### src/rtl/rxfc_pkg.sv
package rxfc_pkg;

  typedef enum logic [1:0] {
    SEL_LOW   = 2'd0,
    SEL_HIGH  = 2'd1,
    SEL_ALLOC = 2'd2,
    SEL_NONE  = 2'd3
  } rxfc_sel_e;

  // Saturating credit arithmetic: cur + add - dec, clamped to 0..maxv.
  function automatic logic [31:0] credit_step(input logic [31:0] cur,
                                               input logic [31:0] add,
                                               input logic        dec,
                                               input logic [31:0] maxv);
    logic [33:0] sum;
    sum = {2'b00, cur} + {2'b00, add};
    if (dec) begin
      if (sum == 34'd0) sum = 34'd0;
      else              sum = sum - 34'd1;
    end
    if (sum > {2'b00, maxv}) return maxv;
    return sum[31:0];
  endfunction

  // Hysteresis update: below-low sets (wins), at/above-high clears, else hold.
  function automatic logic hyst_next(input logic state,
                                     input logic below_low,
                                     input logic at_or_above_high);
    if (below_low)        return 1'b1;
    if (at_or_above_high) return 1'b0;
    return state;
  endfunction

endpackage

### src/rtl/rxfc_cfg_regs.sv
module rxfc_cfg_regs
  import rxfc_pkg::*;
#(
  parameter int CNT_W  = 12,
  parameter int DATA_W = 32
) (
  input  logic              clk,
  input  logic              rst_n,
  input  logic              reg_we,
  input  logic [1:0]        reg_sel,
  input  logic [DATA_W-1:0] reg_wdata,
  output logic [CNT_W-1:0]  low_thr,
  output logic [CNT_W-1:0]  high_thr,
  output logic              add_evt,
  output logic              load_evt,
  output logic [CNT_W-1:0]  alloc_val
);
  localparam int LOAD_BIT = DATA_W - 1;

  rxfc_sel_e sel;
  logic      alloc_wr;
  logic      unused_mid;

  assign sel        = rxfc_sel_e'(reg_sel);
  assign alloc_wr   = reg_we && (sel == SEL_ALLOC);
  assign add_evt    = alloc_wr && !reg_wdata[LOAD_BIT];
  assign load_evt   = alloc_wr &&  reg_wdata[LOAD_BIT];
  assign alloc_val  = reg_wdata[CNT_W-1:0];
  assign unused_mid = ^reg_wdata[LOAD_BIT-1:CNT_W];

  always_ff @(posedge clk) begin
    if (!rst_n) begin
      low_thr  <= '0;
      high_thr <= '0;
    end else if (reg_we) begin
      case (sel)
        SEL_LOW:  low_thr  <= reg_wdata[CNT_W-1:0];
        SEL_HIGH: high_thr <= reg_wdata[CNT_W-1:0];
        default:  ;
      endcase
    end
  end
endmodule

### src/rtl/rxfc_credit_ctr.sv
module rxfc_credit_ctr
  import rxfc_pkg::*;
#(
  parameter int CNT_W = 12
) (
  input  logic             clk,
  input  logic             rst_n,
  input  logic             add_evt,
  input  logic             load_evt,
  input  logic [CNT_W-1:0] alloc_val,
  input  logic             use_evt,
  output logic [CNT_W-1:0] cnt_q,
  output logic [CNT_W-1:0] cnt_d
);
  localparam logic [31:0] CNT_MAX = 32'((64'd1 << CNT_W) - 64'd1);

  logic [31:0] step_res;
  logic [31:0] add_amt;

  assign add_amt  = add_evt ? 32'(alloc_val) : 32'd0;
  assign step_res = credit_step(32'(cnt_q), add_amt, use_evt, CNT_MAX);

  always_comb begin
    if (load_evt) cnt_d = alloc_val;
    else          cnt_d = step_res[CNT_W-1:0];
  end

  always_ff @(posedge clk) begin
    if (!rst_n) cnt_q <= '0;
    else        cnt_q <= cnt_d;
  end
endmodule

### src/rtl/rxfc_hyst.sv
module rxfc_hyst
  import rxfc_pkg::*;
#(
  parameter int CNT_W = 12
) (
  input  logic             clk,
  input  logic             rst_n,
  input  logic [CNT_W-1:0] cnt_d,
  input  logic [CNT_W-1:0] low_thr,
  input  logic [CNT_W-1:0] high_thr,
  input  logic             gate_en,
  output logic             state_q,
  output logic             fc_out
);
  logic below_low;
  logic reach_high;

  assign below_low  = cnt_d <  low_thr;
  assign reach_high = cnt_d >= high_thr;

  always_ff @(posedge clk) begin
    if (!rst_n) state_q <= 1'b0;
    else        state_q <= hyst_next(state_q, below_low, reach_high);
  end

  assign fc_out = state_q && gate_en;
endmodule

### src/rtl/rx_credit_fc.sv
module rx_credit_fc
  import rxfc_pkg::*;
#(
  parameter int CNT_W  = 12,
  parameter int DATA_W = 32
) (
  input  logic              clk,
  input  logic              rst_n,
  input  logic              reg_we,
  input  logic [1:0]        reg_sel,
  input  logic [DATA_W-1:0] reg_wdata,
  input  logic              buf_used,
  input  logic              fc_chan_en,
  input  logic              dma_glb_en,
  output logic [CNT_W-1:0]  credits,
  output logic              fc_req
);
  // Named internal events, visible to the bound checker.
  logic             add_evt;
  logic             load_evt;
  logic             use_evt;
  logic [CNT_W-1:0] alloc_val;
  logic [CNT_W-1:0] low_thr_w;
  logic [CNT_W-1:0] high_thr_w;
  logic [CNT_W-1:0] cnt_next;
  logic             fc_state_w;
  logic             gate_en;

  // A load is absolute: a consume in the same cycle is discarded.
  assign use_evt = buf_used && !load_evt;
  assign gate_en = fc_chan_en && dma_glb_en;

  rxfc_cfg_regs #(.CNT_W(CNT_W), .DATA_W(DATA_W)) u_regs (
    .clk(clk), .rst_n(rst_n), .reg_we(reg_we), .reg_sel(reg_sel),
    .reg_wdata(reg_wdata), .low_thr(low_thr_w), .high_thr(high_thr_w),
    .add_evt(add_evt), .load_evt(load_evt), .alloc_val(alloc_val)
  );

  rxfc_credit_ctr #(.CNT_W(CNT_W)) u_ctr (
    .clk(clk), .rst_n(rst_n), .add_evt(add_evt), .load_evt(load_evt),
    .alloc_val(alloc_val), .use_evt(use_evt), .cnt_q(credits), .cnt_d(cnt_next)
  );

  rxfc_hyst #(.CNT_W(CNT_W)) u_hyst (
    .clk(clk), .rst_n(rst_n), .cnt_d(cnt_next), .low_thr(low_thr_w),
    .high_thr(high_thr_w), .gate_en(gate_en), .state_q(fc_state_w), .fc_out(fc_req)
  );
endmodule

### config.mk
export PLATFORM = sky130hd
export DESIGN_NAME = rx_credit_fc
export DESIGN_NICKNAME = d
export VERILOG_FILES = /design/src/rtl/rxfc_pkg.sv /design/src/rtl/rxfc_cfg_regs.sv /design/src/rtl/rxfc_credit_ctr.sv /design/src/rtl/rxfc_hyst.sv /design/src/rtl/rx_credit_fc.sv
export SDC_FILE = /design/constraint.sdc
export NUM_CORES = 1
export LEC_CHECK = 0
export ABC_AREA = 1
export ABC_CLOCK_PERIOD_IN_PS = 5900
export BUFFER_PORTS_ARGS = -buffer_cell sky130_fd_sc_hd__buf_4
export CAP_MARGIN = 0
export CORE_MARGIN = 10
export CORE_UTILIZATION = 40
export DETAILED_ROUTE_END_ITERATION = 7
export GPL_TIMING_DRIVEN = 1
export PLACE_DENSITY = 0.62
export SLEW_MARGIN = 10
export SYNTH_ARGS = -nofsm -noshare
export SYNTH_HDL_FRONTEND = slang
export SYNTH_SLANG_ARGS = --single-unit
### constraint.sdc
create_clock -name clk -period 5.9 [get_ports clk]
set_input_delay 0.59 -clock clk [delete_from_list [all_inputs] [get_ports clk]]
set_output_delay 0.59 -clock clk [all_outputs]
set_load 0.02 [all_outputs]
==> results by group <==
Timing
  – RSZ-0062 raised after global routing: false
  – Slew margin rel.: 50.3%
  – Setup TNS: 0 ns
  – Setup violators final: 0
  – Final count of hold timing violations: 0
  – WHS: 0.457 ns
  – Minimum clock period: 5.18 ns
  – Final period utilization: 87.7%
  – Slew @ Worst Pin: 0.743 ns
  – Slew Viols, Final: 0
  – Highest clock rate: 193 MHz
  – Skew final: 0.0125 ns

Synth
  – Synth cell types: 38
  – Area leader, netlist: dfxtp_1
  – Synth top area share: 23.2%
  – Post-Syn Area: 3190 µm²
  – Ys flop type: dfxtp_1
  – Area contributors post-synth: dfxtp_1, ha_1, nand2_1, inv_1, a21oi_1
  – Post-Syn Nets: 580
  – Part of the Yosys area used for sequential elements: 23.2%
  – Ys async rst share: 0%
  – Synthesized flop and latch total: 37
  – Synth Area per Inst: 6.37 µm²
  – Mapped Cells: 501
  – Ys Warns: 0
  – Number of enable flip-flop cells after synthesis: 0

Floorplan
  – Die width: 109 µm
  – Initial core utilization: 41.3%
  – Row cnt: 32
  – DIE HEIGHT: 109 µm
  – Core area: 7730 µm²
  – Die footprint: 11900 µm²
  – I/O pin count: 53

Global routing
  – Initial antenna violation count: 0
  – Gr ovfl total: 0
  – GRT Util Overall: 14.1%
  – Vias in the first global route: 3042
  – Largest net degree at the start of global routing: 27
  – First-pass GRT wire length: 13900 µm

Detailed routing
  – DR WL/cell: 12.6 µm
  – DR vias: 3044
  – Final ANT Viol Nets: 0
  – Number of vias per cell: 4.79
  – DR pass1 iterations: 4
  – Final WL: 8000 µm
  – Initial DRC count: 116
  – Post-route DRC: 0

Setup path
  – Crit path kind: primary input to flip-flop
  – Critical Path End Type: flip-flop
  – Max incr delay on CP: 0.39 ns
  – Critical Path Source: reg_sel[0]
  – CP most frequent cell: inv_1
  – CP Data Arrival Time: 5.40 ns
  – Critical-path top delay cell: fa_1
  – Critical Path RT: 6.12 ns
  – CP startpoint kind: primary input
  – CP max FO: 12
  – Worst r2r src: u_ctr.cnt_q[0]$_SDFF_PN0_

Power
  – VDD IR max: 0.211 mV
  – Sw frac: 46.0%
  – Reg power frac: 19.9%
  – Switch Pwr: 0.736 mW
  – Leak pwr: 1.95 nW
  – Pwr per Cell Area: 435 nW/µm²
  – Logic pwr share: 63.5%
  – Int Pwr: 0.862 mW
  – Clk pwr share: 16.6%

Finish
  – Most common cell after layout, fill and taps aside: nand2_1
  – Share of layout cells above drive strength 1: 13.3%
  – Antenna Cells: 0
  – NumNets Final: 611
  – Most frequent cells in the layout: nand2_1, inv_1, nor2_1, a21oi_1, ha_1
  – Area grow syn2layout: 15.3%

Flow run
  – Max_cap viols: 0

Worst hold path
  – Worst Min Path Start: u_regs.high_thr[0]$_SDFFE_PN0P_
  – Hold Crit Class: flip-flop to flip-flop

Placed design
  – Placer Congestion: 0.919
  – Port buffer count: 33
  – DP HPWL: 6720 µm

Clock tree
  – CTS sink count: 37
  – Root Driver: clkbuf_8
  – Post-CTS setup buffers: 0
  – CTS tree: yes
  – Post-CTS sizing: 0
  – CTS H-Tree Depth: 2
  – Clock tree buffer depth: 2
  – Hold_buf cts: 0
  – TritonCTS Buffers: 5
  – Skew-Pair Late Insertion Delay: 0.30 ns
  – Clk pin slew, worst setup/hold paths: 0.07 ns

Run status
  – Status: completed
## power by group through the flow
| stage | logic (mW) | registers, mW | clock network [mW] |
|---|---|---|---|
| 2_1_floorplan | 0.733 | 0.349 | 0 |
| 3_3_place_gp | 0.989 | 0.324 | 0 |
| 3_5_place_dp | 1.01 | 0.324 | 0 |
| 4_1_cts | 1.02 | 0.319 | 0.271 |
| 5_1_grt | 1.18 | 0.324 | 0.280 |
| 6_report | 1.02 | 0.318 | 0.265 |
## layer usage
metal  global-route usage [%]  wire length, µm
met1                     18.0             3890
met5                        0                0
met4                     4.55              158
met2                     24.2             3770
met3                     1.76              180
## cells in the mapped netlist, drive strengths merged (4+ instances only)
| cell | count |
|---|---|
| nor3 | 4 |
| xor2 | 5 |
| o21ai | 41 |
| inv | 93 |
| nor2 | 49 |
| clkbuf | 9 |
| nand2 | 123 |
| dfxtp | 37 |
| nand3 | 29 |
| nand4 | 7 |
| ha | 38 |
| a21oi | 44 |
| xnor2 | 4 |
## worst max-delay path: cells and delay by family
| family | cells | cell delay (ns) |
|---|---|---|
| AND/OR/NAND/NOR | 15 | 1.87 |
| adder cells (fa/ha/maj) | 4 | 1.09 |
| AO/OA/AOI/OAI | 6 | 0.96 |
| buffers and inverters | 7 | 0.88 |
## state kept, by name, indices dropped and copies added, names as in the netlist
name	flops
u_ctr.cnt_q	12
u_hyst.state_q	1
u_regs.high_thr	12
u_regs.low_thr	12
## cell families (layout without fill, tap and decap cells)
logic type | Yosys count | count (layout) | synth area share [%]
flops | 37 | 37 | 23.2
fa+ha+maj | 39 | 39 | 15.5
compound gates | 91 | 91 | 15.2
xor+xnor | 9 | 9 | 2.71
buf+inv | 105 | 137 | 12.4
simple gates | 220 | 220 | 30.9
## area by class of cell
| class | instances | area (µm²) |
|---|---|---|
| clock inverter | 3 | 65.1 |
| timing repair buffer | 34 | 255 |
| clock buffer | 5 | 68.8 |
| sequential | 37 | 741 |
| tap | 102 | 128 |
| fill | 815 | 4050 |
| multi-input combinational | 359 | 2060 |
| inverter | 95 | 357 |
## final timing paths
kind         depth (start not counted)  slack [ns]                         endpoint
max reg2reg                         28        1.47      u_hyst.state_q$_SDFFE_PN0P_
max                                 32        0.72      u_hyst.state_q$_SDFFE_PN0P_
min                                  2        0.46  u_regs.high_thr[0]$_SDFFE_PN0P_
min reg2reg                          2        0.46  u_regs.high_thr[0]$_SDFFE_PN0P_
## metrics by stage
| step | util [%] | total power, mW | instance area [µm²] | instances | worst slack (ns) |
|---|---|---|---|---|---|
| global route | 47.6 | 1.78 | 3680 | 635 | 0.249 |
| global placement | 45.8 | 1.31 | 3540 | 627 | 0.498 |
| finish | 47.6 | 1.60 | 3680 | 635 | 0.723 |
| detailed placement | 45.8 | 1.33 | 3540 | 627 | 0.372 |
| CTS | 47.5 | 1.61 | 3670 | 635 | 0.672 |
| floorplan | - | 1.08 | 3190 | 501 | 1.42 |
No activity file was read; power rests on OpenSTA's default activity.
